`config.mk`:
```
export PLATFORM = sky130hd
export DESIGN_NAME = pump_pwm_ctrl
export DESIGN_NICKNAME = d
export VERILOG_FILES = /design/src/rtl/pump_pwm_ctrl.sv
export SDC_FILE = /design/constraint.sdc
export NUM_CORES = 1
export LEC_CHECK = 0
export BUFFER_PORTS_ARGS = -buffer_cell sky130_fd_sc_hd__buf_2
export CORE_UTILIZATION = 49
export DETAILED_ROUTE_END_ITERATION = 8
export MAX_ROUTING_LAYER = met4
export PLACE_DENSITY_LB_ADDON = 0.05
export SYNTH_ARGS = -nofsm -noshare
export SYNTH_HDL_FRONTEND = slang
export SYNTH_SLANG_ARGS = --single-unit
```
`constraint.sdc`:
```
create_clock -name clk -period 1.76 [get_ports clk]
set_clock_uncertainty 0.05 [all_clocks]
set_input_delay 0.264 -clock clk [delete_from_list [all_inputs] [get_ports clk]]
set_output_delay 0.264 -clock clk [all_outputs]
set_load 0.05 [all_outputs]
```
`src/rtl/pump_pwm_ctrl.sv`:
```
module pump_pwm_ctrl #(
  parameter int PRESCALE = 12,
  parameter int RATIO_W  = 4,
  parameter int DATA_W   = 16
) (
  input  logic              clk,
  input  logic              rst_n,
  input  logic              por_n,
  input  logic              sel,
  input  logic              wr_en,
  input  logic [DATA_W-1:0] wdata,
  output logic [DATA_W-1:0] rdata,
  input  logic              ext_pwr,
  input  logic              bat_ok,
  input  logic [1:0]        strap,
  input  logic [1:0]        fb,
  output logic [1:0]        drv
);
  localparam int CFG_W     = 3 * RATIO_W;
  localparam int PRE_W     = $clog2(PRESCALE);
  localparam int LAST_SLOT = (1 << RATIO_W) - 1;

  logic [CFG_W-1:0]   ctl;
  logic [PRE_W-1:0]   pre;
  logic [1:0]         pol, fb_lat;
  logic [RATIO_W-1:0] nxt [2];
  logic [RATIO_W-1:0] shadow [2];
  logic [RATIO_W-1:0] slot [2];
  logic               on_ac, run, tick;

  always_ff @(posedge clk)
    if (!por_n) begin
      pol    <= strap;
      fb_lat <= fb;
    end

  always_ff @(posedge clk or negedge rst_n)
    if (!rst_n)              ctl <= '0;
    else if (!por_n)         ctl <= '0;
    else if (sel && wr_en)   ctl <= wdata[CFG_W-1:0];

  assign rdata  = sel ? DATA_W'(ctl) : '0;
  assign on_ac  = ext_pwr | ~bat_ok;
  assign nxt[0] = on_ac ? ctl[2*RATIO_W-1:RATIO_W] : ctl[RATIO_W-1:0];
  assign nxt[1] = ctl[3*RATIO_W-1:2*RATIO_W];

  assign run  = ((nxt[0] != 0) && !fb_lat[0]) || ((nxt[1] != 0) && !fb_lat[1]) ||
                (shadow[0] != 0) || (shadow[1] != 0);
  assign tick = run && (pre == PRE_W'(PRESCALE - 1));

  always_ff @(posedge clk or negedge rst_n)
    if (!rst_n)               pre <= '0;
    else if (!por_n || !run)  pre <= '0;
    else if (tick)            pre <= '0;
    else                      pre <= pre + 1'b1;

  for (genvar g = 0; g < 2; g++) begin : g_pwm
    always_ff @(posedge clk or negedge rst_n)
      if (!rst_n) begin
        shadow[g] <= '0;
        slot[g]   <= '0;
      end else if (!por_n) begin
        shadow[g] <= '0;
        slot[g]   <= '0;
      end else if (tick) begin
        if (shadow[g] == 0 || slot[g] == RATIO_W'(LAST_SLOT)) begin
          shadow[g] <= fb_lat[g] ? '0 : nxt[g];
          slot[g]   <= '0;
        end else begin
          slot[g] <= slot[g] + 1'b1;
        end
      end

    assign drv[g] = ((shadow[g] != 0) && (slot[g] < shadow[g])) ^ pol[g];

    AST_IDLE_LEVEL: assert property (@(posedge clk) disable iff (!rst_n || !por_n)
      (shadow[g] == 0) |-> (drv[g] == pol[g]));
    AST_FB_BLOCK: assert property (@(posedge clk) disable iff (!rst_n || !por_n)
      fb_lat[g] |-> (drv[g] == pol[g]));
  end

  AST_PRE_BOUND: assert property (@(posedge clk) disable iff (!rst_n || !por_n)
    pre <= PRE_W'(PRESCALE - 1));
  AST_PARKED_START: assert property (@(posedge clk) disable iff (!rst_n || !por_n)
    $rose(run) |-> (pre == 0));
  AST_HOLD_PERIOD: assert property (@(posedge clk) disable iff (!rst_n || !por_n)
    !tick |=> ($stable(shadow[0]) && $stable(shadow[1])));
  AST_POL_HOLD: assert property (@(posedge clk) disable iff (!rst_n || !por_n)
    1'b1 |=> ($stable(pol) && $stable(fb_lat)));
  AST_WRITE_MASK: assert property (@(posedge clk) disable iff (!rst_n || !por_n)
    (sel && wr_en) |=> (DATA_W'(ctl) == ($past(wdata) & DATA_W'({CFG_W{1'b1}}))));
  AST_UPPER_ZERO: assert property (@(posedge clk) disable iff (!rst_n || !por_n)
    rdata[DATA_W-1:CFG_W] == 0);
endmodule

```
# Word-level counts from Yosys, hierarchy flattened

Cells that the tools add are included.

$add $sub $neg: 3
Magnitude comparators: 2
Equality and inequality tests: 7
Mux-type cells: 20
Bitwise gates (word level): 4
Reduce and logical (&&, ||, !) cells: 24

Operators by type and width:

| cell                  | count |
|---|---|
| $mux W4               | 17 |
| $mux W12              | 3 |
| $reduce_bool A4 Y1    | 4 |
| $add A4 B1 Y4 const B | 3 |
| $eq A4 B4 Y1 const B  | 3 |
| $logic_not A4 Y1      | 2 |
| $lt A4 B4 Y1          | 2 |
| $ne A2 B1 Y1 const B  | 4 |
| $logic_and A1 B1 Y1   | 6 |
| $logic_or A1 B1 Y1    | 6 |
| $logic_not A1 Y1      | 4 |
| $reduce_and A2 Y1     | 2 |
| $xor A1 B1 Y1         | 2 |
| $not A1 Y1            | 1 |
| $or A1 B1 Y1          | 1 |

Flip-flop bits (word level): 36
Bits of input ports: 27
Output and inout bits: 18
Word-level logic and storage cells: 68

# Logic depth before layout (Yosys ltp)

Gate-level depths: netlist (run 1).

Depth after elaboration: 11
Gate-level depth with buffers: 5
Mapped depth without buffers: 5

# Worst setup path after synthesis (run 1)

No wires, ideal clock.

Path type: register to output
Start point: register shadow[7] (netlist name)
End point: output port drv[0]
Arrival: 1.744 ns
Data required time: 1.446 ns
Setup slack: -0.298 ns
Cell stages (with the launch flop): 6
Buffers on the path: 0
Cells stage by stage: dfrtp_1 -> inv_1 -> ha_1 -> or4_1 -> nand2_1 -> a311o_1

Cells in the longest elaborated chain, start to end: 3
Elaborated cells between the ends (all ways): 4
Classes of those cells: order compare: 1; bitwise: 1; reduce/logical: 2

RTL lines:

| what                                                      | line | text |
|---|---|---|
| start: declaration                                        | 27   | `logic [RATIO_W-1:0] shadow [2];` |
| start signal: indexed assignment                          | 67   | `shadow[g] <= fb_lat[g] ? '0 : nxt[g];` |
| $lt A4 B4 Y1 / $reduce_bool A4 Y1 (equally long branches) | 74   | `assign drv[g] = ((shadow[g] != 0) && (slot[g] < shadow[g])) ^ pol[g];` |
| $logic_and A1 B1 Y1 (*)                                   | 74   |  |
| $xor A1 B1 Y1 (*)                                         | 74   |  |
| end: declaration                                          | 17   | `output logic [1:0] drv` |

Mark *: on every way between the ends. The rest lies on a longest branch, timed or not.

# Final worst setup path (run 1)

Start point: register shadow[2] (netlist name)
End point: output port drv[1]

Same word-level chain as after synthesis.

==> flow_metrics.py, run 1 <==
metrics = {
    "cts": {
        "cts.clk_slew.worst_paths_ns": 0.08,
        "ctsLongestPathBuffers": 2,
        "clk_latency_ns": 0.29,
        "cts_tree": "yes",
        "clkSinkCount": 36,
        "htreeDepth": 2,
        "cts_inserted_buffers": 5,
        "cts-root-buf": "clkbuf_8",
    },
    "worst_setup_path": {
        "slowest_stage": "dfrtp_1",
        "r2r-start": "shadow[2]",
        "reg2reg_depth": 7,
        "start_kind": "register",
        "critPathMaxStageDelay_ns": 0.40,
        "critPathKind": "reg2out",
        "regToRegEndpoint": "shadow[7]",
        "cp_data_required_time_ns": 1.45,
        "endpoint_kind": "output port",
        "path_cells": "buf_6 > nor4_4 > or3_1 > a211oi_1 > a311o_2 > buf_8",
        "critical_path.max_fanout": 3,
        "r2r_setup_slack_ns": -0.10,
        "critPathTopFamily": "simple AND/OR/NAND/NOR gates",
        "cp.arrival_ns": 1.85,
        "crit_buf_inv": 2,
    },
    "pwr": {
        "fin_total_pwr_mw": 1.90,
        "p_per_area_nw_per_um2": 654,
        "power_leakage_nw": 1.31,
        "ir_drop_mv": 0.469,
    },
    "cells_and_area": {
        "drive_gt1_share_pct": 40.3,
        "n_antenna_cell": 0,
        "area_delta_synth_final_pct": 37.7,
        "final_nets": 333,
    },
    "placed_design": {
        "place_ws_ns": -0.158,
        "port_buffers": 36,
        "gp_congestion": 0.780,
        "dp_hpwl_um": 3420,
    },
    "global_route": {
        "grt_overflow_total": 0,
        "grt_pass1_vias": 1727,
        "grt_pass1_wl_um": 8020,
        "grt_max_degree": 33,
        "antenna_found_initial": 0,
        "gr-usage-all-layers_pct": 24.6,
    },
    "yosys": {
        "syn_inst": 220,
        "yosysWarnings": 0,
        "synth_ff_type": "dfrtp_1",
        "synth_compound_area_share_pct": 20.1,
        "syn_area_per_cell_um2": 9.60,
        "synth_cell_types": 45,
        "synthXorXnorAreaFrac_pct": 0.415,
        "syn_area_um2": 2110,
        "async_flop_share_pct": 88.9,
        "yosysSeqAreaShare_pct": 43.6,
        "synth-simple-area-share_pct": 24.7,
        "synth-edff-count": 4,
        "synthAdderAreaFrac_pct": 5.33,
        "synth_mux_area_share_pct": 0.474,
        "synth_seq_cells": 36,
        "synth_top_family_by_area": "simple AND/OR/NAND/NOR gates",
    },
    "die": {
        "die_w_um": 67.7,
        "core_um2": 4060,
        "fp.dieH_um": 67.7,
        "dieArea_um2": 4580,
        "initial_core_util_pct": 52.1,
        "rows": 23,
        "ioPinCount": 45,
    },
    "drt": {
        "wl_um": 4960,
        "num_vias": 1880,
        "detail_route.vias_per_cell": 5.40,
        "wl_per_cell_um": 14.3,
        "drc": 0,
        "first_pass_iters": 4,
        "first_iter_violations": 82,
        "ant_nets": 0,
    },
    "sta": {
        "timing.hold.ws_ns": -0.0224,
        "period_needed_ns": 2.17,
        "post-route-worst-setup-slack_ns": -0.407,
        "tightest_slew_ns": 0.728,
        "slew_headroom_pct": 51.4,
        "slew_viol_final": 0,
        "setup_violations": 19,
        "rsz0062_at_grt": "yes",
        "max_freq_mhz": 461,
        "period_share_pct": 123,
        "final_hold_viol_count": 32,
    },
    "status": {
        "violations": "negative hold slack, negative setup slack",
        "outcome": "complete, but fails checks",
    },
    "worst_hold_path": {
        "hold_class": "in2async",
    },
    "flow_run": {
        "maxCapViolCount": 0,
    },
}
==> flip-flops by register name (all words and copies together), names as in the netlist <==
register / cells
slot: 8
ctl: 12
pol: 2
fb_lat: 2
shadow: 8
pre: 4
==> cells by family (layout without fill, tap and decap cells) <==
kind of cell | after synthesis | after routing
other | 1 | 4
muxes | 1 | 1
AOI/OAI and AO/OA | 51 | 51
buffers and inverters | 25 | 100
adders and majority gates | 9 | 9
and+or+nand+nor | 96 | 96
DFF | 36 | 36
xor gates and xnor gates | 1 | 1
==> Yosys cell counts (all sizes together) (2+ instances only) <==
cell type	number	share of area (%)
ha	9	5.3
nand2b	4	1.2
edfxtp	4	5.7
nor2b	2	1.1
nor3b	2	0.71
inv	15	2.7
a21oi	16	4.0
a21o	4	1.4
nor3	4	0.95
or4	2	0.71
o21ai	6	2.0
o32ai	6	2.8
a32o	6	2.8
nor4	9	4.1
a211oi	2	0.71
nand3	4	0.95
dfrtp	32	38
nand2	45	8.0
and3	3	0.89
and2	13	3.9
nor2	3	0.53
clkbuf	6	1.1
or3	2	0.59
a311o	4	1.9
buf	4	1.4
==> report_power, final <==
group	total, mW	switching, mW	internal (mW)
Clock	0.729	0.310	0.419
Sequential	0.885	0.0217	0.863
Combinational	0.287	0.185	0.103
Total	1.90	0.516	1.39
==> area by class of cell <==
cell class	instances	area, um^2
inverters	15	56.3
flip-flops and latches	36	921
multi-input cells	162	1240
fillers	321	1150
repair buffers	77	519
clock buffers	5	68.8
clock inverters	3	42.5
well taps	50	62.6
==> layout by cell type (no fill, tap or decap), drive strengths merged, types with 3 or more instances in the layout <==
cell type / n
ha: 9
clkbuf: 5
nor3: 4
nor2: 3
o32ai: 6
a21oi: 16
a32o: 6
buf: 77
nor4: 9
dfrtp: 32
and2: 13
inv: 15
conb: 4
a311o: 4
nand2b: 4
nand3: 4
edfxtp: 4
a21o: 4
o21ai: 6
nand2: 45
and3: 3
==> worst max path at each step <==
stage | slack [ns] | startpoint | cells past startpoint | end
after CTS | -0.40 | shadow[2] | 6 | drv[1]
after detailed placement | -0.16 | shadow[3] | 6 | drv[1]
final | -0.41 | shadow[2] | 6 | drv[1]
after global routing | -0.48 | shadow[6] | 6 | drv[0]
after floorplan | -0.08 | shadow[5] | 4 | drv[0]
after global placement | -0.14 | shadow[1] | 6 | drv[1]
==> per-stage QoR <==
stage | util (%) | cell area, um^2 | setup TNS, ns | std cells | hold slack [ns]
2_1_floorplan | - | 2130 | -0.150 | 223 | -0.0816
3_3_place_gp | 63.6 | 2580 | -0.295 | 334 | 0.317
3_5_place_dp | 63.6 | 2580 | -0.421 | 334 | 0.317
4_1_cts | 69.4 | 2820 | -2.63 | 347 | 0.00179
5_1_grt | 71.7 | 2910 | -3.30 | 348 | 0.0227
6_report | 71.7 | 2910 | -1.93 | 348 | -0.0224
==> worst reg2reg max path, delay by kind of cell, from the launching register on <==
kind                   cells  cell delay, ns
AO/OA/AOI/OAI              3            0.56
buffers and inverters      3            0.42
flip-flops                 1            0.40
AND/OR/NAND/NOR            1            0.32
==> routing by layer <==
layer	global-route usage (%)	wire, um	up-vias
met5	-	0	-
met4	5.59	44	0
met1	31.5	2400	879
li1	-	-	951
met3	5.91	184	6
met2	39.0	2330	44
==> what timing repair did <==
action                                  4_1_cts  5_1_grt
endpoints found under the setup margin       16       22
buffers inserted                              5        3
hold buffers                                  0        0
gates resized for setup                      18       17
pin swaps                                    11       10
No activity file was read; power rests on OpenSTA's default activity.
==> run 2, diff against run 1 <==
Settings changed: CORE_UTILIZATION 49 to 40.
==> run 2 against run 1 <==
The flow finishes with violations (negative setup slack); sequential power is essentially flat; sequential cell count is the same; worst setup slack lost 0.0087 ns; total power shrank 5.4%; routed wire length grew 1.4%; clock-buffer cell count grew 3; combinational power grew 3%; critical path depth is the same; core utilization shrank 13 points; critical endpoint is now drv[0].
==> flow_metrics.py, run 2 (same netlist as run 1, synthesis figures left out) <==
metrics = {
    "status": {
        "outcome": "complete, but fails checks",
        "violations": "negative setup slack",
    },
    "pwr": {
        "p_per_area_nw_per_um2": 603,
        "ir_drop_mv": 0.325,
        "power_leakage_nw": 1.33,
    },
    "worst_setup_path": {
        "endpoint": "drv[0]",
        "cp_data_required_time_ns": 1.45,
        "endpoint_kind": "output port",
        "start_kind": "register",
        "critical_path.max_fanout": 4,
        "path_cells": "buf_6 > nor4_4 > or4_1 > nand2_1 > a311o_2 > buf_8",
        "r2r_setup_slack_ns": -0.04,
        "reg2reg_depth": 6,
        "cp.arrival_ns": 1.86,
        "crit_buf_inv": 2,
        "slowest_stage": "dfrtp_1",
        "regToRegEndpoint": "shadow[5]",
        "critPathMaxStageDelay_ns": 0.40,
        "worstSetupStartpoint": "shadow[6]",
        "critPathKind": "reg2out",
        "r2r-start": "shadow[6]",
        "crit_cells": 6,
        "critPathTopFamily": "simple AND/OR/NAND/NOR gates",
    },
    "cts": {
        "cts_tree": "yes",
        "cts-root-buf": "clkbuf_8",
        "cts.clk_slew.worst_paths_ns": 0.08,
        "clkSinkCount": 36,
        "cts_inserted_buffers": 5,
        "clk_latency_ns": 0.29,
        "ctsLongestPathBuffers": 2,
        "htreeDepth": 2,
    },
    "sta": {
        "slew_viol_final": 0,
        "tns_ns": -0.960,
        "setup_violations": 8,
        "period_needed_ns": 2.18,
        "final_hold_viol_count": 0,
        "post-route-worst-setup-slack_ns": -0.416,
        "rsz0062_at_grt": "yes",
        "period_share_pct": 124,
        "max_freq_mhz": 460,
    },
    "global_route": {
        "gr-usage-all-layers_pct": 19.5,
        "top_usage_layer": "met2",
        "met3_usage_pct": 3.21,
        "grt_max_degree": 20,
        "grt_overflow_total": 0,
        "globalRouteMet2Util_pct": 29.1,
        "grt_pass1_vias": 1692,
        "antenna_found_initial": 0,
        "grt_pass1_wl_um": 7890,
        "grt_util_met1_pct": 27.1,
    },
    "worst_hold_path": {
        "hold_class": "in2reg",
        "holdPathStages": 1,
    },
    "cells_and_area": {
        "top_regs": "ctl x12, shadow x8, slot x8",
        "utilization_pct": 58.4,
        "layout.cells.non_filler": 372,
        "largest_reg_flops": 12,
        "area_delta_synth_final_pct": 41.2,
        "final_common_cell": "nand2_1",
        "n_antenna_cell": 0,
        "final_nets": 337,
        "drive_gt1_share_pct": 38.7,
        "most-common-layout-cells": "nand2_1 (45), buf_4 (36), buf_2 (34), dfrtp_1 (32), a21oi_1 (14)",
        "regMostFlops": "ctl",
    },
    "drt": {
        "detail_route.vias_per_cell": 5.04,
        "num_vias": 1875,
        "wl_per_cell_um": 13.5,
        "wl_um": 5030,
        "first_iter_violations": 55,
        "drc": 0,
        "first_pass_iters": 4,
        "ant_nets": 0,
    },
    "die": {
        "core_um2": 5110,
        "initial_core_util_pct": 41.4,
        "die_w_um": 74.7,
        "dieArea_um2": 5570,
        "rows": 26,
        "ioPinCount": 45,
        "fp.dieH_um": 74.7,
    },
    "flow_run": {
        "maxCapViolCount": 0,
    },
    "placed_design": {
        "port_buffers": 36,
        "gp_congestion": 0.757,
        "dp_hpwl_um": 3710,
        "dp.cells": 356,
    },
}
-- run 2: cell types whose count changed in the layout (fill, tap and decap cells not counted), sizes merged --
cell and change:
bufinv -1, clkinvlp -1, buf +3, clkinv -1
dlygate4sd3 +1, clkbuf +3
-- run 2: how the worst min path moves through the flow --
stage,start,endpoint,slack (ns)
finish,strap[1],pol[1],0.09
CTS,strap[1],pol[1],0.09
global route,strap[1],pol[1],0.08
detailed placement,rst_n,pre[2],0.17
global placement,rst_n,pre[2],0.17
floorplan,rst_n,ctl[0],-0.08
-- run 2: layout make-up --
class	instances	area, um^2
flip-flops and latches	36	921
multi-input cells	162	1240
well taps	70	87.6
repair buffers	81	588
inverters	15	56.3
fillers	457	2130
clock buffers	8	90.1
-- run 2: power breakdown --
group	leakage, nW	internal, mW	switching (mW)	total, mW
sequential	0.481	0.864	0.0227	0.886
clock	0.0455	0.320	0.297	0.617
combinational	0.807	0.112	0.185	0.296
total	1.33	1.29	0.505	1.80
-- run 2: what timing repair did --
item                                   4_1_cts  5_1_grt
hold buffers                                 1        0
setup buffers                                4        3
endpoints found under the hold margin       15        0
setup endpoints to repair                   18       22
gates cloned                                 0        0
pin swaps                                   10       19
gates resized for setup                     16       18
-- run 2: per-layer routing --
layer | vias to the layer above | part of all wire [%]
met5 | - | 0
met1 | 867 | 50
li1 | 959 | -
met3 | 7 | 3.7
met4 | 0 | 1.2
met2 | 42 | 45
-- run 2: worst reg2reg max path, cell delays in order (launching register included) --
cell       delay (ns)
dfrtp_1          0.40
buf_6            0.13
nor4_4           0.32
buf_4            0.21
o311a_4          0.26
a2111oi_4        0.10
a32o_1           0.22
-- run 2: stage by stage --
step	instance area (um^2)	power (mW)	hold WS (ns)	setup WS, ns
3_5_place_dp	2640	1.16	0.170	-0.162
3_3_place_gp	2640	1.16	0.167	-0.146
2_1_floorplan	2130	1.06	-0.0816	-0.0811
5_1_grt	2980	1.87	0.0842	-0.504
4_1_cts	2850	1.81	0.0853	-0.410
6_report	2980	1.80	0.0924	-0.416
==> run 3, diff against run 2 <==
Settings changed: BUFFER_PORTS_ARGS -buffer_cell sky130_fd_sc_hd__buf_2 to -buffer_cell sky130_fd_sc_hd__buf_4, SLEW_MARGIN set to 30.
==> run 3 against run 2 <==
The flow still finishes with violations (negative setup slack); worst hold slack better by 0.00099 ns; first-iteration DRC count up 3.6%; maximum frequency up 1.4%; largest power group unchanged; critical endpoint unchanged; clock-buffer cell count down 2; sequential power about the same; total power up 1.9%; clock power up 3%; routed wire length up 0.22%; critical path depth unchanged; sequential share of layout area down 0.38 points.
==> flow_metrics.py, run 3 (same netlist as run 1, synthesis figures left out) <==
metrics = {
    "status": {
        "outcome": "complete, but fails checks",
        "violations": "negative setup slack",
    },
    "worst_setup_path": {
        "critPathMaxStageDelay_ns": 0.39,
        "crit_buf_inv": 2,
        "start_kind": "register",
        "critical_path.max_fanout": 4,
        "critPathKind": "reg2out",
        "r2r_setup_slack_ns": -0.08,
        "cp_data_required_time_ns": 1.45,
        "slowest_stage": "dfrtp_1",
        "endpoint_kind": "output port",
        "critPathTopFamily": "simple AND/OR/NAND/NOR gates",
        "path_cells": "buf_6 > nor4_4 > or3_1 > a211oi_1 > a311o_2 > buf_8",
        "cp.arrival_ns": 1.83,
    },
    "drt": {
        "wl_um": 5040,
        "drc": 0,
        "first_pass_iters": 4,
        "wl_per_cell_um": 13.7,
        "detail_route.vias_per_cell": 5.01,
        "ant_nets": 0,
        "first_iter_violations": 57,
        "num_vias": 1849,
    },
    "pwr": {
        "p_sw_share_pct": 28.9,
        "p_int_mw": 1.30,
        "p_per_area_nw_per_um2": 607,
        "fin_total_pwr_mw": 1.83,
        "clkPwrFrac_pct": 34.6,
        "power_frac_comb_pct": 17.2,
        "ir_drop_mv": 0.373,
        "switching_power_uw": 529,
        "power_leakage_nw": 1.33,
        "p_seq_share_pct": 48.2,
    },
    "cells_and_area": {
        "final_common_cell": "buf_4",
        "area_delta_synth_final_pct": 43.0,
        "fill_cells": 480,
        "n_antenna_cell": 0,
        "most-common-layout-cells": "buf_4 (72), nand2_1 (45), dfrtp_1 (32), a21oi_1 (14), and2_1 (13)",
        "multiInputGateArea_um2": 1240,
        "regMostFlops": "ctl",
        "largest_reg_flops": 12,
        "final_nets": 334,
        "layout.cells.non_filler": 369,
        "top_regs": "ctl x12, shadow x8, slot x8",
        "drive_gt1_share_pct": 39.1,
        "final_area_um2": 3020,
        "ff_latch_area_um2": 921,
    },
    "placed_design": {
        "placed_cell_area_um2": 2720,
        "port_buffers": 36,
        "dp.cells": 357,
        "dp_hpwl_um": 3650,
        "gp_congestion": 0.723,
    },
    "sta": {
        "rsz0062_at_grt": "yes",
        "setup_violations": 15,
        "final_hold_viol_count": 0,
        "max_freq_mhz": 466,
        "post-route-worst-setup-slack_ns": -0.386,
        "period_needed_ns": 2.15,
        "timing.hold.ws_ns": 0.0934,
        "slew_viol_final": 0,
        "slew_headroom_pct": 61.1,
        "tns_ns": -1.57,
        "period_share_pct": 122,
        "tightest_slew_ns": 0.583,
    },
    "die": {
        "ioPinCount": 45,
        "die_w_um": 74.7,
        "dieArea_um2": 5570,
        "fp.dieH_um": 74.7,
        "core_um2": 5110,
        "rows": 26,
        "initial_core_util_pct": 41.4,
    },
    "flow_run": {
        "maxCapViolCount": 0,
    },
    "cts": {
        "ctsLongestPathBuffers": 2,
        "clkSinkCount": 36,
        "htreeDepth": 2,
        "cts.clk_slew.worst_paths_ns": 0.08,
        "clk_latency_ns": 0.29,
        "cts-root-buf": "clkbuf_8",
        "cts_tree": "yes",
        "cts_inserted_buffers": 5,
    },
    "global_route": {
        "grt_pass1_wl_um": 8400,
        "grt_pass1_vias": 1724,
        "antenna_found_initial": 0,
        "gr-usage-all-layers_pct": 20.8,
        "grt_overflow_total": 0,
        "grt_max_degree": 33,
    },
    "worst_hold_path": {
        "hold_class": "in2reg",
    },
}
run 3: what timing repair did:
| action | 4_1_cts | 5_1_grt |
|---|---|---|
| hold endpoints to repair | 32 | 0 |
| setup endpoints to repair | 21 | 22 |
| pin swaps | 8 | 10 |
| gates resized for setup | 14 | 18 |
| hold buffers | 1 | 0 |
| setup buffers | 4 | 2 |
run 3: worst paths after layout:
kind,end,depth (start not counted),from
max,drv[0],6,shadow[6]
min,pol[1],1,strap[1]
max reg2reg,shadow[5],7,shadow[2]
min reg2reg,pre[0],1,pre[0]
max in group asynchronous,shadow[3],2,rst_n
min in group asynchronous,slot[3],2,rst_n
run 3: stage by stage:
| stage | utilization (%) | worst slack [ns] |
|---|---|---|
| 5_1_grt | 59.1 | -0.517 |
| 3_3_place_gp | 53.2 | -0.123 |
| 4_1_cts | 56.8 | -0.406 |
| 6_report | 59.1 | -0.386 |
| 2_1_floorplan | - | -0.0811 |
| 3_5_place_dp | 53.2 | -0.119 |
run 3: worst register-to-register path, cell delays in order, from the launching register on:
cell       delay (ns)
dfrtp_1          0.40
buf_6            0.12
nor4_4           0.30
buf_4            0.17
buf_6            0.11
o311a_4          0.25
a2111oi_4        0.10
a32o_1           0.24
run 3: final cells by class:
| type | count | area share, % |
|---|---|---|
| Multi-Input combinational cell | 162 | 41.2 |
| Sequential cell | 36 | 30.5 |
| Timing Repair Buffer | 78 | 20.3 |
| Tap cell | 70 | 2.90 |
| Clock buffer | 6 | 2.74 |
| Inverter | 15 | 1.86 |
| Clock inverter | 2 | 0.497 |
run 3: power by group through the flow:
stage	clock network, mW	logic (mW)	registers (mW)
final	0.634	0.314	0.884
after global routing	0.683	0.342	0.888
after CTS	0.647	0.296	0.882
after detailed placement	0	0.277	0.897
after global placement	0	0.278	0.897
after floorplan	0	0.159	0.897
run 3: per-layer routing:
layer	GRT usage, %	vias to the layer above	share of wire, %
met5	-	-	0
met4	6.29	0	1.2
met3	4.02	6	3.0
met2	31.3	42	47
met1	28.5	847	49
li1	-	954	-
